[src/rtl/prbs7_pkg.sv]
package prbs7_pkg;
  localparam int PRBS_W = 7;
  localparam int WORD_W = 10;
  localparam int TAP_A  = 6;   // bit n-7
  localparam int TAP_B  = 5;   // bit n-6

  // State convention: s[0] newest bit, s[PRBS_W-1] oldest bit.
  function automatic logic [WORD_W-1:0] prbs_word(input logic [PRBS_W-1:0] s_in);
    logic [PRBS_W-1:0] s;
    logic [WORD_W-1:0] w;
    logic b;
    s = s_in;
    w = '0;
    for (int i = 0; i < WORD_W; i++) begin
      b    = s[TAP_A] ^ s[TAP_B];
      w[i] = b;
      s    = {s[PRBS_W-2:0], b};
    end
    return w;
  endfunction

  function automatic logic [PRBS_W-1:0] prbs_adv(input logic [PRBS_W-1:0] s_in);
    logic [PRBS_W-1:0] s;
    logic b;
    s = s_in;
    for (int i = 0; i < WORD_W; i++) begin
      b = s[TAP_A] ^ s[TAP_B];
      s = {s[PRBS_W-2:0], b};
    end
    return s;
  endfunction

  // History after shifting in a received word, bit 0 first.
  function automatic logic [PRBS_W-1:0] hist_after(input logic [PRBS_W-1:0] h_in,
                                                   input logic [WORD_W-1:0] w);
    logic [PRBS_W-1:0] h;
    h = h_in;
    for (int i = 0; i < WORD_W; i++) h = {h[PRBS_W-2:0], w[i]};
    return h;
  endfunction
endpackage

[src/rtl/prbs7_gen.sv]
module prbs7_gen
  import prbs7_pkg::*;
#(
  parameter logic [PRBS_W-1:0] SEED = '1
) (
  input  logic              clk,
  input  logic              rst_n,
  input  logic              en,
  output logic [WORD_W-1:0] word
);
  logic [PRBS_W-1:0] st;
  logic              gen_step;

  assign gen_step = en;
  assign word     = prbs_word(st);

  always_ff @(posedge clk or negedge rst_n) begin
    if (!rst_n)        st <= SEED;
    else if (!gen_step) st <= SEED;
    else               st <= prbs_adv(st);
  end

  // state never reaches the lockup value
  a_r1_no_lockup: assert property (@(posedge clk) disable iff (!rst_n) st != '0);
  // idle generator presents the restart word
  a_r7_restart: assert property (@(posedge clk) disable iff (!rst_n)
    !en |=> (word == prbs_word(SEED)));
endmodule

[src/rtl/prbs7_chk.sv]
module prbs7_chk
  import prbs7_pkg::*;
(
  input  logic              clk,
  input  logic              rst_n,
  input  logic              en,
  input  logic              hold,
  input  logic [WORD_W-1:0] rx,
  output logic              pass,
  output logic              chk_cmp,
  output logic              chk_mis
);
  logic [PRBS_W-1:0] hist;
  logic              primed;
  logic [WORD_W-1:0] expect_w;

  assign expect_w = prbs_word(hist);
  assign chk_cmp  = en && primed;
  assign chk_mis  = (rx != expect_w) || (hist == '0);

  always_ff @(posedge clk or negedge rst_n) begin
    if (!rst_n) begin
      hist   <= '0;
      primed <= 1'b0;
      pass   <= 1'b1;
    end else if (!en) begin
      primed <= 1'b0;
      pass   <= 1'b1;
    end else begin
      hist   <= hist_after(hist, rx);
      primed <= 1'b1;
      if (primed) pass <= hold ? (pass & ~chk_mis) : ~chk_mis;
    end
  end

  // a failed comparison shows as pass low next cycle
  a_r4_fail_flag: assert property (@(posedge clk) disable iff (!rst_n)
    (chk_cmp && chk_mis) |=> !pass);
  // the first enabled word is only loaded
  a_r4_no_first_cmp: assert property (@(posedge clk) disable iff (!rst_n)
    $rose(en) |-> !chk_cmp);
  // live mode recovers on a matching word
  a_r5_live_recover: assert property (@(posedge clk) disable iff (!rst_n)
    (chk_cmp && !chk_mis && !hold) |=> pass);
  // sticky failure stays while enabled
  a_r6_sticky_hold: assert property (@(posedge clk) disable iff (!rst_n)
    (en && hold && !pass) |=> !pass);
  // disabled test reports pass
  a_r7_idle_pass: assert property (@(posedge clk) disable iff (!rst_n)
    !en |=> pass);
endmodule

[src/rtl/prbs7_bist.sv]
module prbs7_bist
  import prbs7_pkg::*;
(
  input  logic              clk,
  input  logic              rst_n,
  input  logic              test_en,
  input  logic              hold_mode,
  input  logic [WORD_W-1:0] tx_user,
  output logic [WORD_W-1:0] tx_word,
  input  logic [WORD_W-1:0] rx_word,
  output logic              pass
);
  logic [WORD_W-1:0] gen_word;
  logic              chk_cmp;
  logic              chk_mis;

  prbs7_gen #(.SEED('1)) u_gen (
    .clk  (clk),
    .rst_n(rst_n),
    .en   (test_en),
    .word (gen_word)
  );

  prbs7_chk u_chk (
    .clk    (clk),
    .rst_n  (rst_n),
    .en     (test_en),
    .hold   (hold_mode),
    .rx     (rx_word),
    .pass   (pass),
    .chk_cmp(chk_cmp),
    .chk_mis(chk_mis)
  );

  assign tx_word = test_en ? gen_word : tx_user;

  // while enabled the output word never equals a changed user word by reuse
  a_r3_user_ignored: assert property (@(posedge clk) disable iff (!rst_n)
    (test_en && $past(test_en) && !$stable(tx_user)) |-> (tx_word == gen_word));
endmodule

[config.mk]
export PLATFORM = sky130hd
export DESIGN_NAME = prbs7_bist
export DESIGN_NICKNAME = d
export VERILOG_FILES = /design/src/rtl/prbs7_pkg.sv /design/src/rtl/prbs7_gen.sv /design/src/rtl/prbs7_chk.sv /design/src/rtl/prbs7_bist.sv
export SDC_FILE = /design/constraint.sdc
export NUM_CORES = 1
export LEC_CHECK = 0
export ABC_AREA = 1
export BUFFER_PORTS_ARGS = -buffer_cell sky130_fd_sc_hd__buf_2
export CORE_UTILIZATION = 43
export CTS_CLUSTER_SIZE = 14
export DETAILED_ROUTE_END_ITERATION = 6
export PLACE_DENSITY = 0.69
export RECOVER_POWER = 25
export SLEW_MARGIN = 15
export SYNTH_ARGS = -nofsm -noshare
export SYNTH_HDL_FRONTEND = slang
export SYNTH_SLANG_ARGS = --single-unit
[constraint.sdc]
create_clock -name clk -period 1.7 [get_ports clk]
set_input_delay 0.17 -clock clk [delete_from_list [all_inputs] [get_ports clk]]
set_output_delay 0.17 -clock clk [all_outputs]
set_load 0.02 [all_outputs]
After elaboration in Yosys (flattened, before gate mapping)
Index checks and enable logic that the tools add are counted.

Flip-flop bits (word level): 16. Bits in latches: 0. RAM bits: 0. Memory bits (read-only): 0. Output and inout port bits: 11. Memories: 0.

Add/subtract/negate cells: 0. Multiply operators: 0. Div/mod/pow operators: 0. Magnitude comparators: 0. Equal/unequal tests: 2. Shift operators: 0. Muxes and demuxes: 6. Bitwise gates (word level): 22. Reduce and logical (&&, ||, !) cells: 2.

Operator list (number): $xor 1x1->1 (20); $mux 10 (1); $ne 10x10->1 (1); $logic_not 7->1 (1); $mux 7 (1); $mux 1 (4); $ne 2x1->1 const B (1); $and 1x1->1 (1); $logic_or 1x1->1 (1); $not 1->1 (1).

Logic depth before layout (Yosys ltp)
Depth in word-level cells: 9. Gate-level depth with buffers: 11.

Hierarchy
From an unflattened synthesis, not the netlist that was laid out.

Cells, all modules: 213. Area, all modules: 1253.7 um^2.

By module, submodules not included: prbs7_chk (times used 1, cells each 118, area each 709.4 um^2, seq. area each 226.5 um^2); prbs7_gen (times used 1, cells each 63, area each 416.6 um^2, seq. area each 183.9 um^2); prbs7_bist (times used 1, cells each 32, area each 127.6 um^2, seq. area each 0.0 um^2).

Least setup slack after synthesis
OpenSTA, ideal clock, no wires.

Kind: reg-to-reg. From: register u_chk.hist[4]. To: register u_chk.pass. Library setup time: 0.061 ns. Arrival time: 1.294 ns. Data required time: 1.639 ns. Path slack: 0.345 ns. Cell stages (with the launch flop): 10. Path buffers: 0. Clock period less this slack: 1.355 ns. Cell sequence: dfrtp_1 -> inv_1 -> ha_1 -> nor2_1 -> o21ai_0 -> nand2_1 -> inv_1 -> nor2_1 -> nand3_1 -> nand2_1.

Cells in the longest elaborated chain, start to end: 9. Elaborated cells on any way between the ends: 13. Those cells by class: eq/ne (1); mux (3); bitwise (7); reduce/logical (2).

RTL lines: start: declaration (RTL line prbs7_chk.sv:13) `logic [PRBS_W-1:0] hist;`; start signal: assignment (RTL line prbs7_chk.sv:30) `hist <= hist_after(hist, rx);`; $xor 1x1->1 (2 in a row) (RTL line prbs7_pkg.sv:15) `b = s[TAP_A] ^ s[TAP_B];`; $ne 10x10->1 (RTL line prbs7_chk.sv:19) `assign chk_mis = (rx != expect_w) || (hist == '0);`; $logic_or 1x1->1 * (RTL line prbs7_chk.sv:19); $not 1->1 * (RTL line prbs7_chk.sv:32) `if (primed) pass <= hold ? (pass & ~chk_mis) : ~chk_mis;`; $and 1x1->1 (RTL line prbs7_chk.sv:32); $mux 1 * (2 in a row) (RTL line prbs7_chk.sv:32); $mux 1 * (RTL line prbs7_chk.sv:26) `end else if (!en) begin`; end signal: assignment (RTL line prbs7_chk.sv:32); end: declaration (RTL line prbs7_chk.sv:9) `output logic pass,`.

Mark *: on every way between the ends. The rest lies on a longest branch, timed or not. The select of a mux whose other input is x is not followed. A chain may end at the register's enable or synchronous reset.

Final worst setup path
From: register u_gen.st[5]. To: output port tx_word[6].

Cells in the longest elaborated chain, start to end: 3.

RTL lines: start: declaration (RTL line prbs7_gen.sv:11) `logic [PRBS_W-1:0] st;`; start signal: assignment (RTL line prbs7_gen.sv:20) `else st <= prbs_adv(st);`; $xor 1x1->1 (2 in a row) (RTL line prbs7_pkg.sv:15); $mux 10 (RTL line prbs7_bist.sv:35) `assign tx_word = test_en ? gen_word : tx_user;`; end: declaration (RTL line prbs7_bist.sv:9) `output logic [WORD_W-1:0] tx_word,`.

No other way between the ends.

==> impl_results.md <==
- Status: completed
- Antenna Nets Post-Route: 0
- Synthesis-to-finish area growth: 30.06%
- Final Slew Violations: 0
- Flops & latches, synth: 16
- Number of global-route vias before repair: 1050
- Total track usage: 22.09%
- PortBufs: 34
- Post-Place Worst Slack: 211.4 ps
- GRT overflow: 0
- CTS clk-pin slew, worst paths: 90 ps
- Vias per cell: 4.847
- Unique cell type count in the Yosys netlist: 15
- CTS tree: yes
- Ant. Diodes: 0
- Core box area: 2297 sq um
- Crit-path max cell delay: 580 ps
- TNS Setup: 0 ps
- Final nets: 229
- CTS sink count: 16
- Clock latency on the worst-skew pair: 290 ps
- Initial detailed-routing violation count: 35
- Synth top area cells: dfstp_2, nand2_1, dfrtp_1
- Hpwl dp: 1.959 mm
- Initial antenna violation count: 0
- Pwr dens: 1221 nW/um^2
- Syn nets: 188
- Final worst-path cycle share: 99.36%
- Rel. slew slack: 74.74%
- Critical Path AT: 1520 ps
- Row cnt: 17
- # IOs: 35
- Yosys top cell area share: 19.42%
- Avg Cell Area, Syn: 6.722 sq um
- Fmax: 592.0 MHz
- Sequential share of the synthesized area: 37.92%
- Root Driver: clkbuf_4
- Clk_skew: 4.854 ps
- Layout cell share with drive strength beyond 1: 27.36%
- Most frequent cell after synthesis: nand2_1
- YS warnings: 0
- Final hold vios: 0
- Mapped Cells: 161
- Top FF cell, synth: dfstp_2
- Crit path required time: 1530 ps
- Syn Std Cell Area: 1082 sq um
- PnR worst setup slack: 10.81 ps
- Async set-reset flop share out of synthesis: 100.0%
- Routed WL per cell: 11.55 microns
- Die H: 52.17 microns
- Most frequent cells after synthesis: nand2_1, inv_1, o21ai_0
- Residual DRC: 0
- RSZ-0062 raised after global routing: true
- Maximum fanout along the worst path: 3
- Slew @ Worst Pin: 378.9 ps
- TritonCTS buffer count: 3
- First-pass GRT wire length: 4.312 mm
- Slowest-stage cell, CP: dfstp_2
- Critical path class: reg2out
- Worst VDD drop: 0.0008994 V
- Worst Setup End Kind: output port
- Fillers: 229
- Die width: 52.17 microns
- H-tree depth: 1
- DR vias: 1110
- Max-capacitance violation count: 0
- Worst path cell trace: xnor2_2 -> or2_1 -> nand3_2 -> o21a_1 -> buf_6
- Crit path launch type: flip-flop
- Initial Utilization: 47.11%
- Tightest Hold Check Type: in2reg
- Post-synth EDFFs: 0
- Largest net degree at the start of global routing: 24
- Leakage: 0.8001 nW
- Yosys top cell by area: dfstp_2
- Routed Wire Length: 2.644 mm
- DIE AREA: 2722 sq um
- Gpl congestion: 0.8346
- Clk buf depth: 2
- Finish-stage setup viols: 0
- Drt first pass iters: 4
- Minimum clock period: 1689 ps
[cells by family after synthesis]
group | synth area share (%)
adder cells (fa/ha/maj) | 3.469
XOR/XNOR | 5.665
AO/OA/AOI/OAI | 12.95
flip-flops | 37.92
AND/OR/NAND/NOR | 29.60
buffers and inverters | 10.40
[worst max-delay path, delay by kind of cell, from the launching register on]
kind / cells / cell delay, ps
buffers and inverters: 1 / 120
and+or+nand+nor: 2 / 310
DFF: 1 / 580
AOI/OAI and AO/OA: 1 / 140
xor gates and xnor gates: 1 / 90
[metrics by stage]
stage	power, mW	util [%]	cell area (sq um)	hold slack, ps	std cells
final	1.719	61.27	1408	107.3	229
after global placement	1.236	56.21	1291	104.6	222
after detailed placement	1.253	56.21	1291	108.1	222
after floorplan	1.046	-	1082	-125.6	161
after CTS	1.639	60.19	1383	109.1	229
after global routing	1.840	61.27	1408	116.3	229
[layout make-up]
| cell class | count | area [sq um] | share of cell area, % |
|---|---|---|---|
| flip-flops and latches | 16 | 410.4 | 29.16 |
| inverters | 27 | 101.3 | 7.200 |
| repair buffers | 39 | 219.0 | 15.56 |
| multi-input cells | 115 | 605.6 | 43.02 |
| clock buffers | 4 | 36.28 | 2.578 |
| well taps | 28 | 35.03 | 2.489 |
[routing by layer]
layer	up-vias	track usage [%]	part of all wire, %
met4	0	10.53	1.8
met5	-	0	0
met2	29	41.88	50
li1	579	-	-
met1	496	22.85	43
met3	6	4.348	4.4
[final timing paths]
kind / from / to / slack (ps) / depth (start not counted)
worst max-delay path: u_gen.st[5] / tx_word[6] / 10 / 5
worst min-delay path: rx_word[3] / u_chk.hist[6] / 110 / 3
worst max register to register: u_chk.hist[4] / u_chk.pass / 150 / 9
worst min register to register: u_chk.primed / u_chk.pass / 540 / 3
max in group asynchronous: rst_n / u_gen.st[1] / 1070 / 2
min in group asynchronous: rst_n / u_chk.hist[3] / 310 / 2
[repair_timing]
item,CTS,global route
pin swaps,1,2
endpoints found under the setup margin,2,5
hold endpoints to repair,8,0
setup buffers,2,0
resized for setup,5,6
gates cloned,0,0
hold buffers,1,0
[power breakdown]
group | total (mW) | internal [mW] | switching (mW) | leakage [nW]
Combinational | 0.847 | 0.396 | 0.450 | 0.598
Sequential | 0.613 | 0.506 | 0.107 | 0.181
Clock | 0.260 | 0.131 | 0.129 | 0.0210
[flip-flops by register name, summed over array words and instances, names as in the netlist]
register / cells
u_gen.st: 7
u_chk.pass: 1
u_chk.hist: 7
u_chk.primed: 1
[layout by cell type (no fill, tap or decap), drive strengths merged]
| master | netlist | routed |
|---|---|---|
| nand2 | 56 | 56 |
| buf | 0 | 38 |
| inv | 27 | 27 |
| o21ai | 15 | 15 |
| nor2 | 11 | 11 |
| nand3 | 10 | 10 |
| dfrtp | 8 | 8 |
| dfstp | 8 | 8 |
| o21a | 6 | 6 |
| xnor2 | 6 | 6 |
| a21oi | 4 | 4 |
| clkbuf | 3 | 4 |
| ha | 3 | 3 |
| or2 | 2 | 2 |
| xor2 | 1 | 1 |
| nand4 | 1 | 1 |
| dlygate4sd3 | 0 | 1 |
Note: power is estimated with default switching activity, not from simulation.
